File: config.mk
export PLATFORM = sky130hd
export DESIGN_NAME = otp_guard_ctrl
export DESIGN_NICKNAME = d
export VERILOG_FILES = /design/src/rtl/otp_guard_pkg.sv /design/src/rtl/otp_cmd_seq.sv /design/src/rtl/otp_access_check.sv /design/src/rtl/otp_word_bank.sv /design/src/rtl/otp_status_reg.sv /design/src/rtl/otp_guard_ctrl.sv
export SDC_FILE = /design/constraint.sdc
export NUM_CORES = 1
export LEC_CHECK = 0
export BUFFER_PORTS_ARGS = -buffer_cell sky130_fd_sc_hd__buf_4
export CORE_ASPECT_RATIO = 0.9
export CORE_MARGIN = 10
export CORE_UTILIZATION = 61
export DETAILED_ROUTE_END_ITERATION = 8
export MAX_ROUTING_LAYER = met4
export PLACE_DENSITY_LB_ADDON = 0.3
export SLEW_MARGIN = 20
export SYNTH_ARGS = -nofsm -noshare
export SYNTH_HDL_FRONTEND = slang
export SYNTH_SLANG_ARGS = --single-unit
File: constraint.sdc
create_clock -name clk -period 4.1 [get_ports clk]
set_input_delay 0.615 -clock clk [delete_from_list [all_inputs] [get_ports clk]]
set_output_delay 0.615 -clock clk [all_outputs]
set_load 0.01 [all_outputs]
File: src/rtl/otp_guard_pkg.sv
`timescale 1ns/1ps
// Shared types and command codes for the OTP protection register controller.
// Assumes 8-bit command opcodes carried in the low data byte.
package otp_guard_pkg;

    typedef enum logic [1:0] {
        SEQ_IDLE  = 2'd0,
        SEQ_ARMED = 2'd1,
        SEQ_BUSY  = 2'd2
    } seq_state_t;

    localparam logic [7:0] OP_PROT_PROG = 8'hC0;
    localparam logic [7:0] OP_CLR_STAT  = 8'h50;

    typedef struct packed {
        logic addr_bad;
        logic lock_bad;
    } verdict_t;

endpackage

File: src/rtl/otp_cmd_seq.sv
`timescale 1ns/1ps
// Command sequencer: decodes the two-write program command and the
// clear-status command, latches the target, and times the busy window.
// Assumes writes arriving while busy are to be dropped silently.
module otp_cmd_seq
    import otp_guard_pkg::*;
#(
    parameter int ADDR_W      = 8,
    parameter int DATA_W      = 16,
    parameter int PROG_CYCLES = 6
) (
    input  logic              clk,
    input  logic              rst_n,
    input  logic              bus_valid,
    input  logic              bus_write,
    input  logic [ADDR_W-1:0] bus_addr,
    input  logic [DATA_W-1:0] bus_wdata,
    output logic              busy,
    output logic              commit,
    output logic              clr_err,
    output logic [ADDR_W-1:0] tgt_addr,
    output logic [DATA_W-1:0] tgt_data
);
    localparam int CNT_W = $clog2(PROG_CYCLES + 1);
    localparam logic [CNT_W-1:0] CNT_LOAD = CNT_W'(PROG_CYCLES);
    localparam logic [CNT_W-1:0] CNT_ONE  = CNT_W'(1);

    seq_state_t       state_q;
    logic [CNT_W-1:0] cnt_q;
    logic             wr_req;

    assign wr_req  = bus_valid && bus_write;
    assign busy    = (state_q == SEQ_BUSY);
    assign commit  = busy && (cnt_q == CNT_ONE);
    assign clr_err = (state_q == SEQ_IDLE) && wr_req && (bus_wdata[7:0] == OP_CLR_STAT);

    // Advance the command state and the busy countdown.
    always_ff @(posedge clk) begin
        if (!rst_n) begin
            state_q  <= SEQ_IDLE;
            cnt_q    <= '0;
            tgt_addr <= '0;
            tgt_data <= '1;
        end else begin
            case (state_q)
                SEQ_IDLE: begin
                    if (wr_req && bus_wdata[7:0] == OP_PROT_PROG) begin
                        state_q <= SEQ_ARMED;
                    end
                end
                SEQ_ARMED: begin
                    if (wr_req) begin
                        tgt_addr <= bus_addr;
                        tgt_data <= bus_wdata;
                        cnt_q    <= CNT_LOAD;
                        state_q  <= SEQ_BUSY;
                    end
                end
                SEQ_BUSY: begin
                    cnt_q <= cnt_q - CNT_ONE;
                    if (cnt_q == CNT_ONE) begin
                        state_q <= SEQ_IDLE;
                    end
                end
                default: state_q <= SEQ_IDLE;
            endcase
        end
    end

endmodule

File: src/rtl/otp_access_check.sv
`timescale 1ns/1ps
// Access checker: classifies a program target as out of range, locked,
// or allowed, and gives the word index inside the register window.
// Assumes the lock word's bit 0 guards the factory segment, bit 1 the user one.
module otp_access_check
    import otp_guard_pkg::*;
#(
    parameter int                ADDR_W    = 8,
    parameter int                SEG_WORDS = 4,
    parameter logic [ADDR_W-1:0] PR_BASE   = 8'h80
) (
    input  logic [ADDR_W-1:0]                  addr,
    input  logic [1:0]                         lock_bits,
    output verdict_t                           verdict,
    output logic [$clog2(2*SEG_WORDS+1)-1:0]   idx
);
    localparam int IDX_W  = $clog2(2 * SEG_WORDS + 1);
    localparam int NWORDS = 2 * SEG_WORDS + 1;
    localparam logic [ADDR_W-1:0] LAST_A = PR_BASE + ADDR_W'(NWORDS - 1);
    localparam logic [IDX_W-1:0]  FAC_LO = IDX_W'(1);
    localparam logic [IDX_W-1:0]  FAC_HI = IDX_W'(SEG_WORDS);

    logic in_win, in_fac, in_usr;

    // Decode window membership and segment, then apply the lock bits.
    always_comb begin
        in_win = (addr >= PR_BASE) && (addr <= LAST_A);
        idx    = IDX_W'(addr - PR_BASE);
        in_fac = in_win && (idx >= FAC_LO) && (idx <= FAC_HI);
        in_usr = in_win && (idx > FAC_HI);
        verdict.addr_bad = !in_win;
        verdict.lock_bad = (in_fac && !lock_bits[0]) || (in_usr && !lock_bits[1]);
    end

endmodule

File: src/rtl/otp_word_bank.sv
`timescale 1ns/1ps
// Word bank: the nine OTP words. Each write ANDs into one word, so bits only
// ever clear. Only the power-on input restores the fuse image.
// Assumes por_n is asserted once before use.
module otp_word_bank #(
    parameter int                          DATA_W     = 16,
    parameter int                          SEG_WORDS  = 4,
    parameter logic [SEG_WORDS*DATA_W-1:0] FACTORY_ID = 64'h3A5C_91E7_0D42_B86F
) (
    input  logic                                  clk,
    input  logic                                  por_n,
    input  logic                                  wr_en,
    input  logic [$clog2(2*SEG_WORDS+1)-1:0]      wr_idx,
    input  logic [DATA_W-1:0]                     wr_data,
    input  logic [$clog2(2*SEG_WORDS+1)-1:0]      rd_idx,
    output logic [DATA_W-1:0]                     rd_word,
    output logic [DATA_W-1:0]                     lock_word,
    output logic [(2*SEG_WORDS+1)*DATA_W-1:0]     bank_flat
);
    localparam int IDX_W  = $clog2(2 * SEG_WORDS + 1);
    localparam int NWORDS = 2 * SEG_WORDS + 1;

    logic [DATA_W-1:0] words [NWORDS];

    for (genvar g = 0; g < NWORDS; g++) begin : g_word
        localparam logic [IDX_W-1:0] MY_IDX = IDX_W'(g);
        logic [DATA_W-1:0] init_v;
        if (g == 0) begin : g_lock
            assign init_v = ~DATA_W'(1);
        end else if (g <= SEG_WORDS) begin : g_fac
            assign init_v = FACTORY_ID[(g-1)*DATA_W +: DATA_W];
        end else begin : g_usr
            assign init_v = '1;
        end

        // Load the fuse image at power-on, else clear bits on a write.
        always_ff @(posedge clk) begin
            if (!por_n) begin
                words[g] <= init_v;
            end else if (wr_en && wr_idx == MY_IDX) begin
                words[g] <= words[g] & wr_data;
            end
        end

        assign bank_flat[g*DATA_W +: DATA_W] = words[g];
    end

    assign lock_word = words[0];

    // Select the read word; out-of-window indices read all ones.
    always_comb begin
        rd_word = '1;
        for (int i = 0; i < NWORDS; i++) begin
            if (rd_idx == IDX_W'(i)) rd_word = words[i];
        end
    end

endmodule

File: src/rtl/otp_status_reg.sv
`timescale 1ns/1ps
// Status flags: sticky program and lock errors, set when a command completes,
// cleared by the clear-status command or by reset.
module otp_status_reg
    import otp_guard_pkg::*;
(
    input  logic     clk,
    input  logic     rst_n,
    input  logic     commit,
    input  verdict_t verdict,
    input  logic     clr_err,
    output logic     err_prog,
    output logic     err_lock
);
    // Accumulate error flags until cleared.
    always_ff @(posedge clk) begin
        if (!rst_n || clr_err) begin
            err_prog <= 1'b0;
            err_lock <= 1'b0;
        end else if (commit) begin
            err_prog <= err_prog | verdict.addr_bad | verdict.lock_bad;
            err_lock <= err_lock | verdict.lock_bad;
        end
    end

endmodule

File: src/rtl/otp_guard_ctrl.sv
`timescale 1ns/1ps
// OTP protection register controller top: connects the sequencer, the access
// checker, the word bank and the status flags, and registers the read port.
// Assumes one bus request per cycle and no back-pressure.
module otp_guard_ctrl
    import otp_guard_pkg::*;
#(
    parameter int                          ADDR_W      = 8,
    parameter int                          DATA_W      = 16,
    parameter int                          SEG_WORDS   = 4,
    parameter int                          PROG_CYCLES = 6,
    parameter logic [ADDR_W-1:0]           PR_BASE     = 8'h80,
    parameter logic [SEG_WORDS*DATA_W-1:0] FACTORY_ID  = 64'h3A5C_91E7_0D42_B86F
) (
    input  logic              clk,
    input  logic              por_n,
    input  logic              rst_n,
    input  logic              bus_valid,
    input  logic              bus_write,
    input  logic [ADDR_W-1:0] bus_addr,
    input  logic [DATA_W-1:0] bus_wdata,
    output logic              rd_valid,
    output logic [DATA_W-1:0] rd_data,
    output logic [7:0]        status
);
    localparam int IDX_W  = $clog2(2 * SEG_WORDS + 1);
    localparam int NWORDS = 2 * SEG_WORDS + 1;
    localparam logic [ADDR_W-1:0] LAST_A = PR_BASE + ADDR_W'(NWORDS - 1);

    logic                     busy, commit, clr_err;
    logic [ADDR_W-1:0]        tgt_addr;
    logic [DATA_W-1:0]        tgt_data;
    verdict_t                 verdict;
    logic [IDX_W-1:0]         wr_idx, rd_idx;
    logic [DATA_W-1:0]        rd_word, lock_word;
    logic [NWORDS*DATA_W-1:0] bank_flat;
    logic                     err_prog, err_lock;
    logic                     rd_hit;

    otp_cmd_seq #(.ADDR_W(ADDR_W), .DATA_W(DATA_W), .PROG_CYCLES(PROG_CYCLES)) seq_i (
        .clk(clk), .rst_n(rst_n), .bus_valid(bus_valid), .bus_write(bus_write),
        .bus_addr(bus_addr), .bus_wdata(bus_wdata), .busy(busy), .commit(commit),
        .clr_err(clr_err), .tgt_addr(tgt_addr), .tgt_data(tgt_data)
    );

    otp_access_check #(.ADDR_W(ADDR_W), .SEG_WORDS(SEG_WORDS), .PR_BASE(PR_BASE)) chk_acc_i (
        .addr(tgt_addr), .lock_bits(lock_word[1:0]), .verdict(verdict), .idx(wr_idx)
    );

    otp_word_bank #(.DATA_W(DATA_W), .SEG_WORDS(SEG_WORDS), .FACTORY_ID(FACTORY_ID)) bank_i (
        .clk(clk), .por_n(por_n),
        .wr_en(commit && !verdict.addr_bad && !verdict.lock_bad),
        .wr_idx(wr_idx), .wr_data(tgt_data), .rd_idx(rd_idx), .rd_word(rd_word),
        .lock_word(lock_word), .bank_flat(bank_flat)
    );

    otp_status_reg stat_i (
        .clk(clk), .rst_n(rst_n), .commit(commit), .verdict(verdict),
        .clr_err(clr_err), .err_prog(err_prog), .err_lock(err_lock)
    );

    assign rd_hit = (bus_addr >= PR_BASE) && (bus_addr <= LAST_A);
    assign rd_idx = IDX_W'(bus_addr - PR_BASE);
    assign status = {~busy, 2'b00, err_prog, 2'b00, err_lock, 1'b0};

    // Register the read response one cycle after the request.
    always_ff @(posedge clk) begin
        if (!rst_n) begin
            rd_valid <= 1'b0;
            rd_data  <= '1;
        end else begin
            rd_valid <= bus_valid && !bus_write;
            if (bus_valid && !bus_write) rd_data <= rd_hit ? rd_word : '1;
        end
    end

endmodule

==> flow_summary.ini <==
[run_status]
status = finished, final reports clean

[yosys]
synth_ff_type = edfxtp_1
synth.avg_cell_area_um2 = 10.5
synth_warnings = 0
synth-simple-area-share_pct = 21.5
synth_top_family_by_area = simple AND/OR/NAND/NOR gates
ys_seq_area_share_pct = 56.5
synth-compound-area-share_pct = 15.7
ys_ff_latch = 192
synth_fa_ha_area_share_pct = 0.267
synth_cell_types = 71
syn_inst = 892
async_flop_share_pct = 0
synth-edff-count = 144
muxShareOfSynthArea_pct = 0.882
synthesis.area_um2 = 9360
synth_xor_area_share_pct = 0.0936

[cells_and_area]
n_antenna_cell = 0
fin_area_um2 = 10200
nNetsFinal = 921
drive_above_1_share_pct = 14.8
area_growth_pct = 9.33
final_common_cell = nand2_1
final_cell_mix = nand2_1 (158), edfxtp_1 (144), buf_4 (59)
final_cells = 1101

[place]
placedCellCount = 1068
place_ws_ps = 1240
gp_congestion = 0.905
post_dp_cell_area_um2 = 9650
portBuffers = 48
dp_hpwl_mm = 16.4

[worst_setup_path]
cp.arrival_ps = 2810
crit_chain = buf_4 -> nand4b_1 -> o221a_2 -> o32ai_1 -> nor2_1
reg2reg_depth = 5
critical_path_required_ps = 4410
slowest_stage = nand4b_1
max_stage_delay_ps = 740
crit_type = input pin to register
path_max_fanout = 80
reg2reg_to = bank_i.words[5][10]
rr_startpoint = seq_i.tgt_addr[0]
reg2reg_slack_ps = 1650
cp-start-kind = input pin
cp-end-kind = register

[grt]
grt.busiest_layer = met2
antenna_found_initial = 0
globalRoute.totalOverflow = 0
grt_use_met2_pct = 38.6
grt_pass1_vias = 7030
grtUsageMet3_pct = 4.72
grt_start_max_net_pins = 81
grt_first_pass_wirelength_mm = 39.3
grt.total_usage_pct = 25.1
grt_use_met1_pct = 32.3

[clock_network]
cts_made_buffers = 17
clock_path_buffers = 2
clock_sinks = 192
cts_tree = built
h-tree-depth = 4
cts-root-buf = clkbuf_16
ctsResizeCount = 0
cts.clk_slew.worst_paths_ps = 70
clk_latency_ps = 450
ctsHoldBuffers = 0
cts_setup_buffers = 0

[pwr]
peakVddDrop_mv = 0.296
power.density_nw_per_um2 = 382
power_mw = 3.91
power.leakage_nw = 3.39

[sta]
finalClockSkew_ps = 10.7
drv_slew = 0
period_needed_ps = 2500
maxSlewHeadroom_pct = 36.2
hold_viol_final = 0
post-route-period-util_pct = 60.9
rsz0062_at_grt = false
max_freq_ghz = 0.400
fin_ws_ps = 1600
finalSetupViolations = 0
finalSetupTns_ps = 0
tightest_slew_ps = 950

[worst_hold_path]
hold_end = seq_i.tgt_data[14]
hold_path_startpoint = bus_wdata[14]
min_path_type = input pin to register
holdPathStages = 3

[die]
die-area_um2 = 20700
initial_core_util_pct = 62.9
die_height_um = 138
boundaryPins = 54
die_w_um = 151
row_count = 42
core_area_um2 = 14900

[flow_run]
maxCapViolCount = 0

[drt]
drtAntennaViolNets = 0
avgViaCountPerCell = 6.69
wl_per_cell_um = 22.7
first_iter_violations = 986
vias = 7363
wirelength_mm = 25.0
drc = 0
drt-pass1-iter-count = 5
-- area by class of cell --
cell class | count | area, um^2
clock buffer | 18 | 450
clock inverter | 14 | 120
fill | 1114 | 4640
inverter | 13 | 48.8
multi-input combinational | 606 | 3630
sequential | 192 | 5290
tap | 198 | 248
timing repair buffer | 60 | 454
-- layer usage --
metal,up-vias,routed length (um)
met1,3583,10000
met2,422,11800
met5,-,0
met4,0,901
li1,3284,-
met3,74,2260
-- synth_stat cells (all sizes together) (3+ instances only) --
master | number | area share, %
nand2 | 158 | 6.3
edfxtp | 144 | 46
a21o | 57 | 4.7
buf | 54 | 3.3
dfxtp | 48 | 10
nor2 | 43 | 1.7
o21ai | 40 | 2.1
nand3 | 34 | 2.0
clkbuf | 31 | 1.2
a21oi | 27 | 1.5
and3 | 25 | 1.7
o22ai | 23 | 1.5
nor3 | 17 | 0.91
a211oi | 13 | 1.2
inv | 13 | 0.52
nand4 | 13 | 1.0
nor2b | 13 | 0.87
a31oi | 12 | 0.80
o22a | 12 | 1.1
or4b | 12 | 1.3
or4 | 11 | 0.88
nor3b | 10 | 0.80
nand2b | 7 | 0.47
and2 | 6 | 0.40
mux2i | 6 | 0.64
nand3b | 5 | 0.67
o32ai | 4 | 0.37
a221oi | 3 | 0.28
nor4 | 3 | 0.52
nor4b | 3 | 0.44
o21a | 3 | 0.24
o2bb2ai | 3 | 0.28
or2 | 3 | 0.23
or3 | 3 | 0.20
-- report_power, final --
group	internal [mW]	total (mW)	switching, mW
sequential	2.09	2.10	0.00731
combinational	0.0576	0.194	0.137
clock	0.836	1.62	0.781
total	2.98	3.91	0.925
-- metrics by stage --
step                util (%)  hold slack (ps)
finish                  68.8              380
global route            68.8              391
CTS                     68.7              370
detailed placement      64.9              460
global placement        64.8              433
floorplan                  -              422
-- flip-flops by register name (all words and copies together), names as in the netlist --
signal           count
seq_i.tgt_addr       8
seq_i.tgt_data      16
seq_i.cnt_q          3
seq_i.state_q        2
stat_i.err_prog      1
rd_data             16
bank_i.words       144
rd_valid             1
stat_i.err_lock      1
-- critical path, delay by kind of cell --
kind                   cells  cell delay, ps
buffers and inverters      1             560
AO/OA/AOI/OAI              2             790
AND/OR/NAND/NOR            2             800
-- worst max-delay path by stage --
stage / startpoint / end / slack (ps) / cells after the start
floorplan: seq_i.tgt_addr[0] / bank_i.words[4][0] / 1160 / 5
global placement: bus_addr[0] / rd_data[4] / 1280 / 5
detailed placement: bus_addr[0] / rd_data[4] / 1240 / 5
CTS: seq_i.cnt_q[1] / bank_i.words[2][12] / 1670 / 6
global route: bus_addr[0] / rd_data[9] / 1500 / 5
finish: bus_addr[0] / rd_data[4] / 1600 / 5
-- cells by family after synthesis --
group / count (synthesis)
buffers and inverters: 98
AND/OR/NAND/NOR: 377
AO/OA/AOI/OAI: 214
XOR/XNOR: 1
multiplexers: 7
other: 1
flip-flops: 192
adder cells (fa/ha/maj): 2
Note: power is estimated with default switching activity, not from simulation.
